===== src/rtl/xr_pkg.sv =====
// Shared types for the external data space router.
// Assumes: a single clock domain; all state enums are encoded by the tool.
package xr_pkg;

    // Access sequencer states
    typedef enum logic [2:0] {
        ST_IDLE,   // waiting for a request
        ST_LDONE,  // on-chip access completing
        ST_ALE,    // multiplexed address phase
        ST_DATA,   // external data phase
        ST_XDONE   // external access completing
    } xr_state_e;

    // Mapping mode codes
    localparam logic [1:0] MODE_LOCAL = 2'b00;
    localparam logic [1:0] MODE_SPLIT = 2'b01;

endpackage


===== src/rtl/xr_decode.sv =====
// Target decoder: says whether an address goes to on-chip RAM.
// Assumes: mode 2'b1x means off-chip only; the split boundary is
// 2**LOCAL_AW, i.e. all address bits above the RAM index are zero.
module xr_decode #(
    parameter int ADDR_W   = 16,
    parameter int LOCAL_AW = 13
) (
    input  logic [1:0]        mode,
    input  logic [ADDR_W-1:0] addr,
    output logic              to_local
);
    import xr_pkg::*;

    logic upper_zero;

    // Detect addresses below the split boundary
    always_comb begin
        upper_zero = (addr[ADDR_W-1:LOCAL_AW] == '0);
    end

    // Pick the target from mode and address
    always_comb begin
        case (mode)
            MODE_LOCAL: to_local = 1'b1;
            MODE_SPLIT: to_local = upper_zero;
            default:    to_local = 1'b0;
        endcase
    end
endmodule


===== src/rtl/xr_seq.sv =====
// Access sequencer: accepts a request when idle, freezes the target and
// pin arrangement, and steps through address and data phases.
// Assumes: the requester holds its inputs until done; DATA_CYCLES >= 1.
module xr_seq #(
    parameter int DATA_CYCLES = 2
) (
    input  logic              clk,
    input  logic              rst_n,
    input  logic              req_valid,
    input  logic              req_to_local,
    input  logic              mux_cfg,
    output logic              accept,
    output xr_pkg::xr_state_e state,
    output logic              data_last,
    output logic              tgt_local_q,
    output logic              mux_q
);
    import xr_pkg::*;

    localparam int CW = (DATA_CYCLES > 1) ? $clog2(DATA_CYCLES) : 1;
    localparam logic [CW-1:0] LAST = CW'(DATA_CYCLES - 1);

    xr_state_e     nxt;
    logic [CW-1:0] cnt;

    // Accept a request only in idle
    always_comb begin
        accept    = (state == ST_IDLE) && req_valid;
        data_last = (state == ST_DATA) && (cnt == LAST);
    end

    // Next-state logic
    always_comb begin
        nxt = state;
        case (state)
            ST_IDLE:  if (req_valid)
                          nxt = req_to_local ? ST_LDONE
                                             : (mux_cfg ? ST_ALE : ST_DATA);
            ST_LDONE: nxt = ST_IDLE;
            ST_ALE:   nxt = ST_DATA;
            ST_DATA:  if (cnt == LAST) nxt = ST_XDONE;
            ST_XDONE: nxt = ST_IDLE;
            default:  nxt = ST_IDLE;
        endcase
    end

    // State register
    always_ff @(posedge clk) begin
        if (!rst_n) state <= ST_IDLE;
        else        state <= nxt;
    end

    // Data-phase cycle counter
    always_ff @(posedge clk) begin
        if (!rst_n || state != ST_DATA) cnt <= '0;
        else if (cnt != LAST)           cnt <= cnt + 1'b1;
    end

    // Freeze target and pin arrangement at acceptance
    always_ff @(posedge clk) begin
        if (!rst_n) begin
            tgt_local_q <= 1'b0;
            mux_q       <= 1'b0;
        end else if (accept) begin
            tgt_local_q <= req_to_local;
            mux_q       <= mux_cfg;
        end
    end
endmodule


===== src/rtl/xr_pins.sv =====
// External pin driver: derives bus pins from the sequencer state and the
// request captured at acceptance.
// Assumes: DATA_W <= ADDR_W; in multiplexed mode the low address byte
// shares the data pins.
module xr_pins #(
    parameter int ADDR_W = 16,
    parameter int DATA_W = 8
) (
    input  xr_pkg::xr_state_e   state,
    input  logic                mux_q,
    input  logic                write_q,
    input  logic [ADDR_W-1:0]   addr_q,
    input  logic [DATA_W-1:0]   wdata_q,
    output logic [ADDR_W-1:0]   ext_addr,
    output logic [DATA_W-1:0]   ext_ad_out,
    output logic                ext_ad_oe,
    output logic                ext_ale,
    output logic                ext_rd_n,
    output logic                ext_wr_n
);
    import xr_pkg::*;

    logic in_ale, in_data, on_bus;

    // Phase flags
    always_comb begin
        in_ale  = (state == ST_ALE);
        in_data = (state == ST_DATA);
        on_bus  = in_ale || in_data || (state == ST_XDONE);
    end

    // Address pins: upper byte only when multiplexed, whole address otherwise
    always_comb begin
        if (!on_bus)    ext_addr = '0;
        else if (mux_q) ext_addr = {addr_q[ADDR_W-1:DATA_W], {DATA_W{1'b0}}};
        else            ext_addr = addr_q;
    end

    // Shared data pins and strobes
    always_comb begin
        ext_ale    = in_ale;
        ext_ad_out = in_ale ? addr_q[DATA_W-1:0] : wdata_q;
        ext_ad_oe  = in_ale || (in_data && write_q);
        ext_rd_n   = !(in_data && !write_q);
        ext_wr_n   = !(in_data && write_q);
    end
endmodule


===== src/rtl/xdata_router.sv =====
// External data space router top: decodes each request to on-chip RAM or
// the external bus, runs the access and returns data with a done pulse.
// Assumes: the on-chip RAM has one-cycle synchronous read; the requester
// holds req_* stable from acceptance until rsp_done.
module xdata_router #(
    parameter int ADDR_W      = 16,
    parameter int DATA_W      = 8,
    parameter int LOCAL_AW    = 13,
    parameter int DATA_CYCLES = 2
) (
    input  logic              clk,
    input  logic              rst_n,
    input  logic [1:0]        mode_cfg,
    input  logic              mux_cfg,
    input  logic              req_valid,
    input  logic              req_write,
    input  logic [ADDR_W-1:0] req_addr,
    input  logic [DATA_W-1:0] req_wdata,
    output logic [DATA_W-1:0] rsp_rdata,
    output logic              rsp_done,
    output logic              ram_en,
    output logic              ram_we,
    output logic [LOCAL_AW-1:0] ram_addr,
    output logic [DATA_W-1:0] ram_wdata,
    input  logic [DATA_W-1:0] ram_rdata,
    output logic [ADDR_W-1:0] ext_addr,
    output logic [DATA_W-1:0] ext_ad_out,
    output logic              ext_ad_oe,
    input  logic [DATA_W-1:0] ext_ad_in,
    output logic              ext_ale,
    output logic              ext_rd_n,
    output logic              ext_wr_n
);
    import xr_pkg::*;

    xr_state_e         state;
    logic              to_local, accept, data_last;
    logic              tgt_local_q, mux_q, write_q, busy;
    logic [ADDR_W-1:0] addr_q;
    logic [DATA_W-1:0] wdata_q, ext_q;

    xr_decode #(.ADDR_W(ADDR_W), .LOCAL_AW(LOCAL_AW)) u_dec (
        .mode     (mode_cfg),
        .addr     (req_addr),
        .to_local (to_local)
    );

    xr_seq #(.DATA_CYCLES(DATA_CYCLES)) u_seq (
        .clk          (clk),
        .rst_n        (rst_n),
        .req_valid    (req_valid),
        .req_to_local (to_local),
        .mux_cfg      (mux_cfg),
        .accept       (accept),
        .state        (state),
        .data_last    (data_last),
        .tgt_local_q  (tgt_local_q),
        .mux_q        (mux_q)
    );

    xr_pins #(.ADDR_W(ADDR_W), .DATA_W(DATA_W)) u_pins (
        .state      (state),
        .mux_q      (mux_q),
        .write_q    (write_q),
        .addr_q     (addr_q),
        .wdata_q    (wdata_q),
        .ext_addr   (ext_addr),
        .ext_ad_out (ext_ad_out),
        .ext_ad_oe  (ext_ad_oe),
        .ext_ale    (ext_ale),
        .ext_rd_n   (ext_rd_n),
        .ext_wr_n   (ext_wr_n)
    );

    // Capture the request for the external phases
    always_ff @(posedge clk) begin
        if (!rst_n) begin
            addr_q  <= '0;
            wdata_q <= '0;
            write_q <= 1'b0;
        end else if (accept) begin
            addr_q  <= req_addr;
            wdata_q <= req_wdata;
            write_q <= req_write;
        end
    end

    // Capture external read data at the end of the last data cycle
    always_ff @(posedge clk) begin
        if (!rst_n)                     ext_q <= '0;
        else if (data_last && !write_q) ext_q <= ext_ad_in;
    end

    // On-chip RAM port, driven in the acceptance cycle
    always_comb begin
        ram_en    = accept && to_local;
        ram_we    = req_write;
        ram_addr  = req_addr[LOCAL_AW-1:0];
        ram_wdata = req_wdata;
    end

    // Response to the requester
    always_comb begin
        busy      = (state != ST_IDLE);
        rsp_done  = (state == ST_LDONE) || (state == ST_XDONE);
        rsp_rdata = tgt_local_q ? ram_rdata : ext_q;
    end
endmodule


===== config.mk =====
export PLATFORM = sky130hd
export DESIGN_NAME = xdata_router
export DESIGN_NICKNAME = d
export VERILOG_FILES = /design/src/rtl/xr_pkg.sv /design/src/rtl/xr_decode.sv /design/src/rtl/xr_seq.sv /design/src/rtl/xr_pins.sv /design/src/rtl/xdata_router.sv
export SDC_FILE = /design/constraint.sdc
export NUM_CORES = 1
export LEC_CHECK = 0
export BUFFER_PORTS_ARGS = -buffer_cell sky130_fd_sc_hd__buf_2
export CORE_MARGIN = 2
export CORE_UTILIZATION = 40
export CTS_BUF_LIST = sky130_fd_sc_hd__clkbuf_8
export CTS_CLUSTER_SIZE = 20
export DETAILED_ROUTE_END_ITERATION = 10
export PLACE_DENSITY = 0.73
export SYNTH_ARGS = -nofsm -noshare
export SYNTH_HDL_FRONTEND = slang
export SYNTH_SLANG_ARGS = --single-unit

===== constraint.sdc =====
create_clock -name clk -period 3.4 [get_ports clk]
set_input_delay 0 -clock clk [delete_from_list [all_inputs] [get_ports clk]]
set_output_delay 0 -clock clk [all_outputs]
set_load 0.005 [all_outputs]

After elaboration in Yosys (flattened, before gate mapping)
Index checks and enable logic that the tools add are counted.
{"block": "classes", "n_addsub": 1, "multipliers": 0, "n_div": 0, "n_lt_le_gt_ge": 0, "eq_ne": 8, "shift": 0, "n_mux": 11, "bitwise": 0, "reduce_logical": 19}
{"cell": "$mux 8", "n": 3}
{"cell": "$mux 16", "n": 1}
{"cell": "$mux 3", "n": 3}
{"cell": "$pmux 3 s3", "n": 1}
{"cell": "$eq 3x2->1 const B", "n": 2}
{"cell": "$logic_and 1x1->1", "n": 6}
{"cell": "$logic_not 3->1", "n": 2}
{"cell": "$logic_or 1x1->1", "n": 5}
{"cell": "$logic_not 1->1", "n": 4}
{"cell": "$ne 2x2->1 const B", "n": 2}
{"cell": "$eq 3x1->1 const B", "n": 1}
{"cell": "$eq 3x3->1 const B", "n": 1}
{"cell": "$ne 3x2->1 const B", "n": 1}
{"cell": "$eq 2x1->1 const B", "n": 1}
{"cell": "$logic_not 2->1", "n": 1}
{"cell": "$mux 1", "n": 2}
{"cell": "$pmux 1 s2", "n": 1}
{"cell": "$reduce_and 2->1", "n": 1}
{"cell": "$add 1x1->1 const B", "n": 1}
{"block": "totals", "register_bits": 39, "latchBits": 0, "ramBits": 0, "romBits": 0, "n_memories": 0}

Longest topological paths before layout
Gate-level depths: netlist of the first run.
{"block": "depth", "depth_word": 5, "depth_mapped": 6}

Modules after synthesis
Synthesis of the first run repeated with hierarchy kept, for this count alone.
{"block": "hier_totals", "cells_unflattened": 223, "hier_area_um2": 2188.3}
{"mod": "xdata_router", "instances": 1, "cells_per_inst": 150, "area_per_inst_um2": 1566.5, "seq_area_each_um2": 660.6}
{"mod": "xr_pins", "instances": 1, "cells_per_inst": 44, "area_per_inst_um2": 372.9, "seq_area_each_um2": 0.0}
{"mod": "xr_seq", "instances": 1, "cells_per_inst": 27, "area_per_inst_um2": 237.7, "seq_area_each_um2": 120.1}
{"mod": "xr_decode", "instances": 1, "cells_per_inst": 2, "area_per_inst_um2": 11.3, "seq_area_each_um2": 0.0}

Worst setup path before layout of the first run
OpenSTA, ideal clock, no wires.
{"block": "synth_path", "kind": "register to register", "from": "register u_seq.state[0]", "to": "register addr_q[0]", "arrival_ps": 1326, "slack_ps": 1942, "stages_incl_launch_ff": 7, "path_buffers": 3, "synth_period_minus_slack_ps": 1458, "cell_sequence": "dfxtp_1 buf_6 or4b_1 buf_6 buf_8 nand2_1 a21oi_1"}
{"block": "synth_between", "elab_chain_len": 2}
{"element": "from (decl)", "line": "xr_seq.sv:13", "source": "output xr_pkg::xr_state_e state,"}
{"element": "from (signal assigned)", "line": "xr_seq.sv:50", "source": "else state <= nxt;"}
{"element": "$logic_not 3->1", "line": "xr_seq.sv:28", "source": "accept = (state == ST_IDLE) && req_valid;"}
{"element": "$logic_and 1x1->1", "line": "xr_seq.sv:28"}
{"element": "to (signal assigned)", "line": "xdata_router.sv:82", "source": "addr_q <= req_addr;"}
{"element": "to (decl)", "line": "xdata_router.sv:39", "source": "logic [ADDR_W-1:0] addr_q;"}
No other way between the ends.
A chain may end at the register's enable or synchronous reset.

Final worst setup path of the first run
{"block": "layout_path", "from": "register u_seq.state[0]", "to": "output port ram_en"}
{"block": "layout_between", "elab_chain_len": 3}
{"element": "$logic_not 3->1", "line": "xr_seq.sv:28"}
{"element": "$logic_and 1x1->1", "line": "xr_seq.sv:28"}
{"element": "$logic_and 1x1->1", "line": "xdata_router.sv:96", "source": "ram_en = accept && to_local;"}
{"element": "to (decl)", "line": "xdata_router.sv:21", "source": "output logic ram_en,"}
No other way between the ends.

==> run metrics, run 1 <==
pin count of the biggest net entering global routing 29; cell-internal power 0.8427 mW; Via density 4.563; area delta synth->final 40.77%; DRC errors left 0; Worst path depth 3; proportion of synthesized flip-flops having asynchronous set or reset 0%; cell type with the highest aggregate area in the netlist sky130_fd_sc_hd__dfxtp_1; Placement Setup Slack 1513 ps; Crit Path Category flop to output pin; number of enable flip-flop cells after synthesis 0; main combinational cell family by area after synthesis simple AND/OR/NAND/NOR gates; routed vias 1912; time the worst path needs with I/O delays and setup 2154 ps; launching instance or port of the critical path u_seq.state[0]; Seq/Total Area, Yosys 38.90%; launching point of the worst reg2reg path u_seq.state[0]; count of inserted antenna diode cells 0; maximum fanout count along the critical path 28; Yosys warning count 0; total count of max-transition violations in the final report 0; Nets 398; GRT Residual Overflow 0; wire length of the first global-routing pass 7686 um; setup repair after global routing missed its margin no; TritonCTS buffer count 5; IO buf count 106; Clk network pwr share 35.2%; kind of start point of the critical path flop; Die Y-Extent 74.83 um; area share of the largest cell type after synthesis 38.90%; post-synthesis register bit count 39; Mapped Area 2007 um2; aggregate global-route resource usage 18.07%; CTS hold repair buffers 34; number of antenna violations at the first check in global routing 0; R2R Path End wdata_q[6]; main flop type after synthesis sky130_fd_sc_hd__dfxtp_1; mux contribution to synthesized area 12.97%; vias in the first global route 1736; number of nets still failing antenna checks after routing 0; switching power of the nets 0.3027 mW; net switching fraction of the power 26.43%; post-synthesis average cell area 8.504 um2; count of H-tree levels built during CTS 2; slowest library cell on the worst path sky130_fd_sc_hd__or4b_1; internal reg-to-reg setup slack 1510 ps; end point of the critical path ram_en; count of distinct cell types in the synthesized netlist 32; synthesized-area fraction occupied by adder cells 0%; post-route fraction of the period consumed by the critical path 63.35%; sequential power share 44.4%; First-pass DRT Iterations 4; Initial Utilization 41.93%; sum of negative setup slack 0 ps; leading cell type by number of instances after synthesis sky130_fd_sc_hd__nand2_1; Clock Latency Late Sink 290 ps; Setup-failing EPs final 0; area of the die 5600 um2; number of cells upsized or downsized after cts 0; Synth top cells by count 69 x sky130_fd_sc_hd__nand2_1, 39 x sky130_fd_sc_hd__dfxtp_1, 27 x sky130_fd_sc_hd__a21oi_1; clock slew seen by the registers of the worst setup and hold paths 80 ps; Slew HR 30.58%; maximum frequency from static timing analysis 464.3 MHz; longest individual stage delay on the worst path 1030 ps; max capacitance violation total 0; total count of hold-check failures in the final report 0; Data required, critical path 3400 ps; worst setup slack after layout 1246 ps; count of pins on the block boundary 107; status completed; final routed wire length divided by cell count 12.08 um; Peak VDD IR 0.2015 mV; core outline area 4786 um2; Tightest Pin Transition 1041 ps; Register-to-Register Path Depth 3; Post-Route Skew 5.284 ps; compound-cell area share of the yosys netlist 8.292%; ratio of cells with drive above 1 in the final layout 40.34%; buffer depth of the longest clock path 2; Core Rows 25; Synth Area in Simple Gates 26.18%; combinational share of power 20.4%; routability cong. 0.7166; Final HPWL DP 3333 um; CP Capture Type output pin; Root Buffer sky130_fd_sc_hd__clkbuf_8; path type of the worst min-delay path primary input to flop; xor-xnor portion of the synthesized cell area 0.4364%; chip width 74.83 um; data arrival time of the worst path 2150 ps; top cells by area, synth sky130_fd_sc_hd__dfxtp_1 39%, sky130_fd_sc_hd__nand2_1 13%, sky130_fd_sc_hd__mux2_2 8.4%; drt first-iter violations 69; buffer and inverter count on the worst path 1; number of sinks driven by the clock tree 39; Top delay family on crit path simple AND/OR/NAND/NOR gates; post-detailed-routing wire length 5063 um; post-CTS setup-driven buffer insertion count 0; ordered cell list for the critical path or4b_1 > nor2_1 > buf_2; post-synthesis net count 283; static power due to leakage 1.320 nW; TritonCTS clock tree built; cell count after synthesis 236; Pwr Density 405.4 nW/um2
-- power by group through the flow --
stage | clock, mW | combinational, mW | sequential (mW)
floorplan | 0 | 0.160 | 0.509
global placement | 0 | 0.201 | 0.518
detailed placement | 0 | 0.205 | 0.519
CTS | 0.414 | 0.235 | 0.509
global route | 0.430 | 0.262 | 0.513
finish | 0.403 | 0.234 | 0.509
-- worst min-delay path by stage --
stage	from	end	slack [ps]	cells past startpoint
floorplan	req_addr[0]	ram_addr[0]	80	1
global placement	req_addr[9]	ram_addr[9]	180	2
detailed placement	req_wdata[4]	ram_wdata[4]	180	2
CTS	rst_n	ext_q[3]	120	3
global route	rst_n	ext_q[7]	140	3
finish	mode_cfg[0]	u_seq.state[1]	120	3
-- cells in the final DEF, fill, tap and decap left out --
cell                            Yosys  final
sky130_fd_sc_hd__a21oi_1           27     27
sky130_fd_sc_hd__a21oi_2            1      1
sky130_fd_sc_hd__a311oi_1           1      1
sky130_fd_sc_hd__and2_1             9      9
sky130_fd_sc_hd__and2_4             1      1
sky130_fd_sc_hd__and3_1             1      1
sky130_fd_sc_hd__buf_2              2    106
sky130_fd_sc_hd__buf_4             22      1
sky130_fd_sc_hd__bufinv_16          0      1
sky130_fd_sc_hd__clkbuf_8           0      6
sky130_fd_sc_hd__clkinv_2           0      1
sky130_fd_sc_hd__dfxtp_1           39     39
sky130_fd_sc_hd__dlygate4sd3_1      0     34
sky130_fd_sc_hd__inv_2              1      1
sky130_fd_sc_hd__mux2_1             1      1
sky130_fd_sc_hd__mux2_2            15     15
sky130_fd_sc_hd__mux2i_1            8      8
sky130_fd_sc_hd__nand2_1           69     69
sky130_fd_sc_hd__nand2_2            3      3
sky130_fd_sc_hd__nand2b_2           1      1
sky130_fd_sc_hd__nand3_1            1      1
sky130_fd_sc_hd__nand3_2            1      1
sky130_fd_sc_hd__nor2_1             5      5
sky130_fd_sc_hd__nor2_2             1      1
sky130_fd_sc_hd__nor2b_1           10     10
sky130_fd_sc_hd__nor3_4             1      1
sky130_fd_sc_hd__nor4_1             1      1
sky130_fd_sc_hd__nor4b_4            1      1
sky130_fd_sc_hd__o21ai_1            1      1
sky130_fd_sc_hd__o32ai_1            1      1
sky130_fd_sc_hd__or3b_2             1      1
sky130_fd_sc_hd__or4b_1             1      1
sky130_fd_sc_hd__xnor2_1            1      1
-- logic make-up (layout without fill, tap and decap cells) --
kind of cell,Yosys count,count (layout)
xor+xnor,1,1
simple gates,107,107
flops,39,39
compound gates,31,31
buf+inv,34,150
mux,24,24
-- final cells by class --
type                            instances  area (um2)
Clock buffer                            6       82.58
Clock inverter                          2       35.03
Fill cell                             454        1961
Inverter                                1       3.754
Multi-Input combinational cell        163       960.9
Sequential cell                        39       780.7
Tap cell                               67       83.83
Timing Repair Buffer                  141       878.3
-- sequential cells by signal, indices dropped and copies added (netlist names) --
name / cells
write_q: 1
u_seq.cnt: 1
ext_q: 8
u_seq.state: 3
wdata_q: 8
u_seq.tgt_local_q: 1
u_seq.mux_q: 1
addr_q: 16
-- metrics by stage --
| step | utilization (%) | power [mW] | hold WS (ps) | cells | instance area [um2] |
|---|---|---|---|---|---|
| 2_1_floorplan | - | 0.6685 | 80.82 | 236 | 2007 |
| 4_1_cts | 59.03 | 1.158 | 122.2 | 419 | 2825 |
| 3_5_place_dp | 49.46 | 0.7242 | 183.1 | 377 | 2367 |
| 5_1_grt | 59.03 | 1.206 | 143.1 | 419 | 2825 |
| 3_3_place_gp | 49.46 | 0.7192 | 183.1 | 377 | 2367 |
| 6_report | 59.03 | 1.145 | 123.8 | 419 | 2825 |
-- per-layer routing --
layer / global-route usage (%) / part of all wire (%) / vias to the layer above
met5: 0 / 0 / -
met4: 5.357 / 1.0 / 0
met3: 4.150 / 5.4 / 6
met2: 31.48 / 51 / 66
met1: 22.22 / 43 / 856
li1: - / - / 984
-- worst min-delay path: cells and delay by family --
kind                   cells  cell delay [ps]
AO/OA/AOI/OAI              1              120
AND/OR/NAND/NOR            1              150
buffers and inverters      1              100
Power figures use the tool's default switching activity.
==> run 2: changes to the inputs <==
--- a/config.mk
+++ b/config.mk
@@ -11,7 +11,7 @@
 export CTS_BUF_LIST = sky130_fd_sc_hd__clkbuf_8
 export CTS_CLUSTER_SIZE = 20
 export DETAILED_ROUTE_END_ITERATION = 10
-export PLACE_DENSITY = 0.73
+export PLACE_DENSITY = 0.75
 export SYNTH_ARGS = -nofsm -noshare
 export SYNTH_HDL_FRONTEND = slang
 export SYNTH_SLANG_ARGS = --single-unit
==> constraint.sdc (replaced) <==
create_clock -name clk -period 1.98 [get_ports clk]
set_input_delay 0 -clock clk [delete_from_list [all_inputs] [get_ports clk]]
set_output_delay 0 -clock clk [all_outputs]
set_load 0.005 [all_outputs]
==> run 2 against run 1 <==
- die area is the same
- power grew 72%
- first-iteration DRC count shrank 1.4%
- core utilization grew 0.73 points
- clock skew shrank 2.7 ps
- critical path type unchanged
==> run metrics, run 2 (same netlist as run 1, synthesis figures left out) <==
Overall Power 1.973 mW (+72%); path type of the worst min-delay path primary input to flop; WL met2 2586 um (+1.1%); Final HPWL DP 3314 um (-0.57%); pin count of the biggest net entering global routing 29 (unchanged); Root Buffer sky130_fd_sc_hd__clkbuf_8; highest layer used for signal routing met4; WL met3 224 um (-19%); maximum frequency from static timing analysis 545.4 MHz; Largest register FFs 16 (unchanged); core outline area 4786 um2 (unchanged); aggregate global-route resource usage 18.55% (+0.48 points); wire length of the first global-routing pass 8031 um (+4.5%); Nets 401 (+0.75%); ratio of cells with drive above 1 in the final layout 40.85% (+0.50 points); ordered cell list for the critical path or3b_2 > a21oi_4 > and2_1 > buf_2; count of inserted antenna diode cells 0 (unchanged); sequential power share 44.3% (about the same); data arrival time of the worst path 1830 ps (-320 ps); number of nets still failing antenna checks after routing 0 (unchanged); longest individual stage delay on the worst path 560 ps (-470 ps); IO buf count 106 (unchanged); post-detailed-routing wire length 5004 um (-1.2%); chip width 74.83 um (unchanged); Largest Register addr_q; Pwr Density 689.9 nW/um2 (+70%); CP Capture Type output pin; Clock Latency Late Sink 280 ps (about the same); commonest non-fill, non-tap cells in the layout 106 x sky130_fd_sc_hd__buf_2, 69 x sky130_fd_sc_hd__nand2_1, 39 x sky130_fd_sc_hd__dfxtp_1; Setup-failing EPs final 0 (unchanged); Crit Path Category flop to output pin; area delta synth->final 42.52%; sum of negative setup slack 0 ps (unchanged); DRC errors left 0 (unchanged); Peak VDD IR 0.4796 mV (+140%); count of pins on the block boundary 107 (unchanged); buffer and inverter count on the worst path 1 (unchanged); number of antenna violations at the first check in global routing 0 (unchanged); vias in the first global route 1817 (+4.7%); status completed; Post-Route Skew 2.590 ps (-2.694 ps); Initial Utilization 41.93% (unchanged); Via density 4.590 (+0.59%); final routed wire length divided by cell count 11.86 um (-1.9%); drt first-iter violations 68 (-1.4%); area of the die 5600 um2 (unchanged); total count of max-transition violations in the final report 0 (unchanged); combinational share of power 21.1% (+0.7 points); dpl cell area 2390 um2 (+0.95%); post-route fraction of the period consumed by the critical path 92.59%; Clk network pwr share 34.6% (-0.6 points); routability cong. 0.7813 (+9.0%); total count of hold-check failures in the final report 0 (unchanged); count of H-tree levels built during CTS 2 (unchanged); clock slew seen by the registers of the worst setup and hold paths 80 ps (about the same); routed vias 1937 (+1.3%); maximum fanout count along the critical path 9 (-68%); TritonCTS clock tree built; GRT Residual Overflow 0 (unchanged); cell-internal power 1.458 mW (+73%); kind of start point of the critical path flop; Top delay family on crit path simple AND/OR/NAND/NOR gates; Data required, critical path 1980 ps (-1420 ps); Finished Cell Area 2860 um2 (+1.2%); Die Y-Extent 74.83 um (unchanged); TritonCTS buffer count 5 (unchanged); number of sinks driven by the clock tree 39 (unchanged); setup repair after global routing missed its margin no; commonest non-fill, non-tap cell in the layout sky130_fd_sc_hd__buf_2; max capacitance violation total 0 (unchanged); static power due to leakage 1.336 nW (+1.2%); # fillers 451 (-0.66%); switching power of the nets 0.5149 mW (+70%); Met1 Wirelength 2131 um (-2.0%); slowest library cell on the worst path sky130_fd_sc_hd__or3b_2; time the worst path needs with I/O delays and setup 1833 ps; largest registers ranked by flip-flop count addr_q (16), ext_q (8), wdata_q (8); First-pass DRT Iterations 4 (unchanged); Tightest Pin Transition 504.1 ps (-537.2 ps); net switching fraction of the power 26.09% (-0.33 points); Slew HR 66.28% (+36 points); Core Rows 25 (unchanged); buffer depth of the longest clock path 2 (unchanged)
## run 2: cell count changes in the layout (fill, tap and decap cells not counted)
cell,previous run,this run
sky130_fd_sc_hd__a21oi_2,1,0
sky130_fd_sc_hd__a21oi_4,0,1
sky130_fd_sc_hd__buf_4,1,4
sky130_fd_sc_hd__nor2_2,1,0
sky130_fd_sc_hd__nor2_4,0,1
## run 2: final timing paths
path	from	end	slack, ps	depth (start not counted)
max	u_seq.state[0]	ext_addr[4]	150	4
min	rst_n	ext_q[5]	140	3
max reg2reg	u_seq.state[0]	ext_q[1]	410	3
min reg2reg	addr_q[12]	addr_q[12]	450	2
## run 2: stage by stage
| step | utilization [%] | cells | hold slack (ps) | worst slack, ps |
|---|---|---|---|---|
| 6_report | 59.76 | 422 | 138.8 | 146.6 |
| 5_1_grt | 59.76 | 422 | 153.1 | 23.67 |
| 4_1_cts | 59.50 | 422 | 126.6 | 83.85 |
| 3_5_place_dp | 49.93 | 380 | 181.7 | 407.0 |
| 3_3_place_gp | 49.93 | 380 | 181.1 | 430.3 |
| 2_1_floorplan | - | 236 | 80.82 | 521.9 |
## run 2: metal layers
| metal | up-vias | GRT usage, % |
|---|---|---|
| met2 | 64 | 33.33 |
| met5 | - | 0 |
| met1 | 876 | 22.30 |
| met4 | 0 | 5.357 |
| li1 | 990 | - |
| met3 | 7 | 3.748 |
## run 2: layout make-up
class,instances,area [um2],area share [%]
flip-flops and latches,39,780.7,27.30
multi-input cells,163,973.4,34.03
repair buffers,144,900.9,31.50
well taps,67,83.83,2.931
inverters,1,3.754,0.1312
clock buffers,6,82.58,2.887
clock inverters,2,35.03,1.225
## run 2: power groups by stage
stage	Clock [mW]	Sequential, mW	Combinational, mW
finish	0.682	0.874	0.416
global route	0.728	0.883	0.467
CTS	0.694	0.874	0.414
detailed placement	0	0.892	0.361
global placement	0	0.891	0.356
floorplan	0	0.874	0.274
## run 2: timing repair
item,in CTS,in global routing
endpoints found under the hold margin,35,0
hold buffers,34,0
resized for setup,0,2
buffers inserted,0,0
setup endpoints to repair,0,9
## run 2: worst min-delay path, cell delays in order
cell and delay, ps:
sky130_fd_sc_hd__buf_2 220, sky130_fd_sc_hd__nand2_1 110, sky130_fd_sc_hd__mux2i_1 50
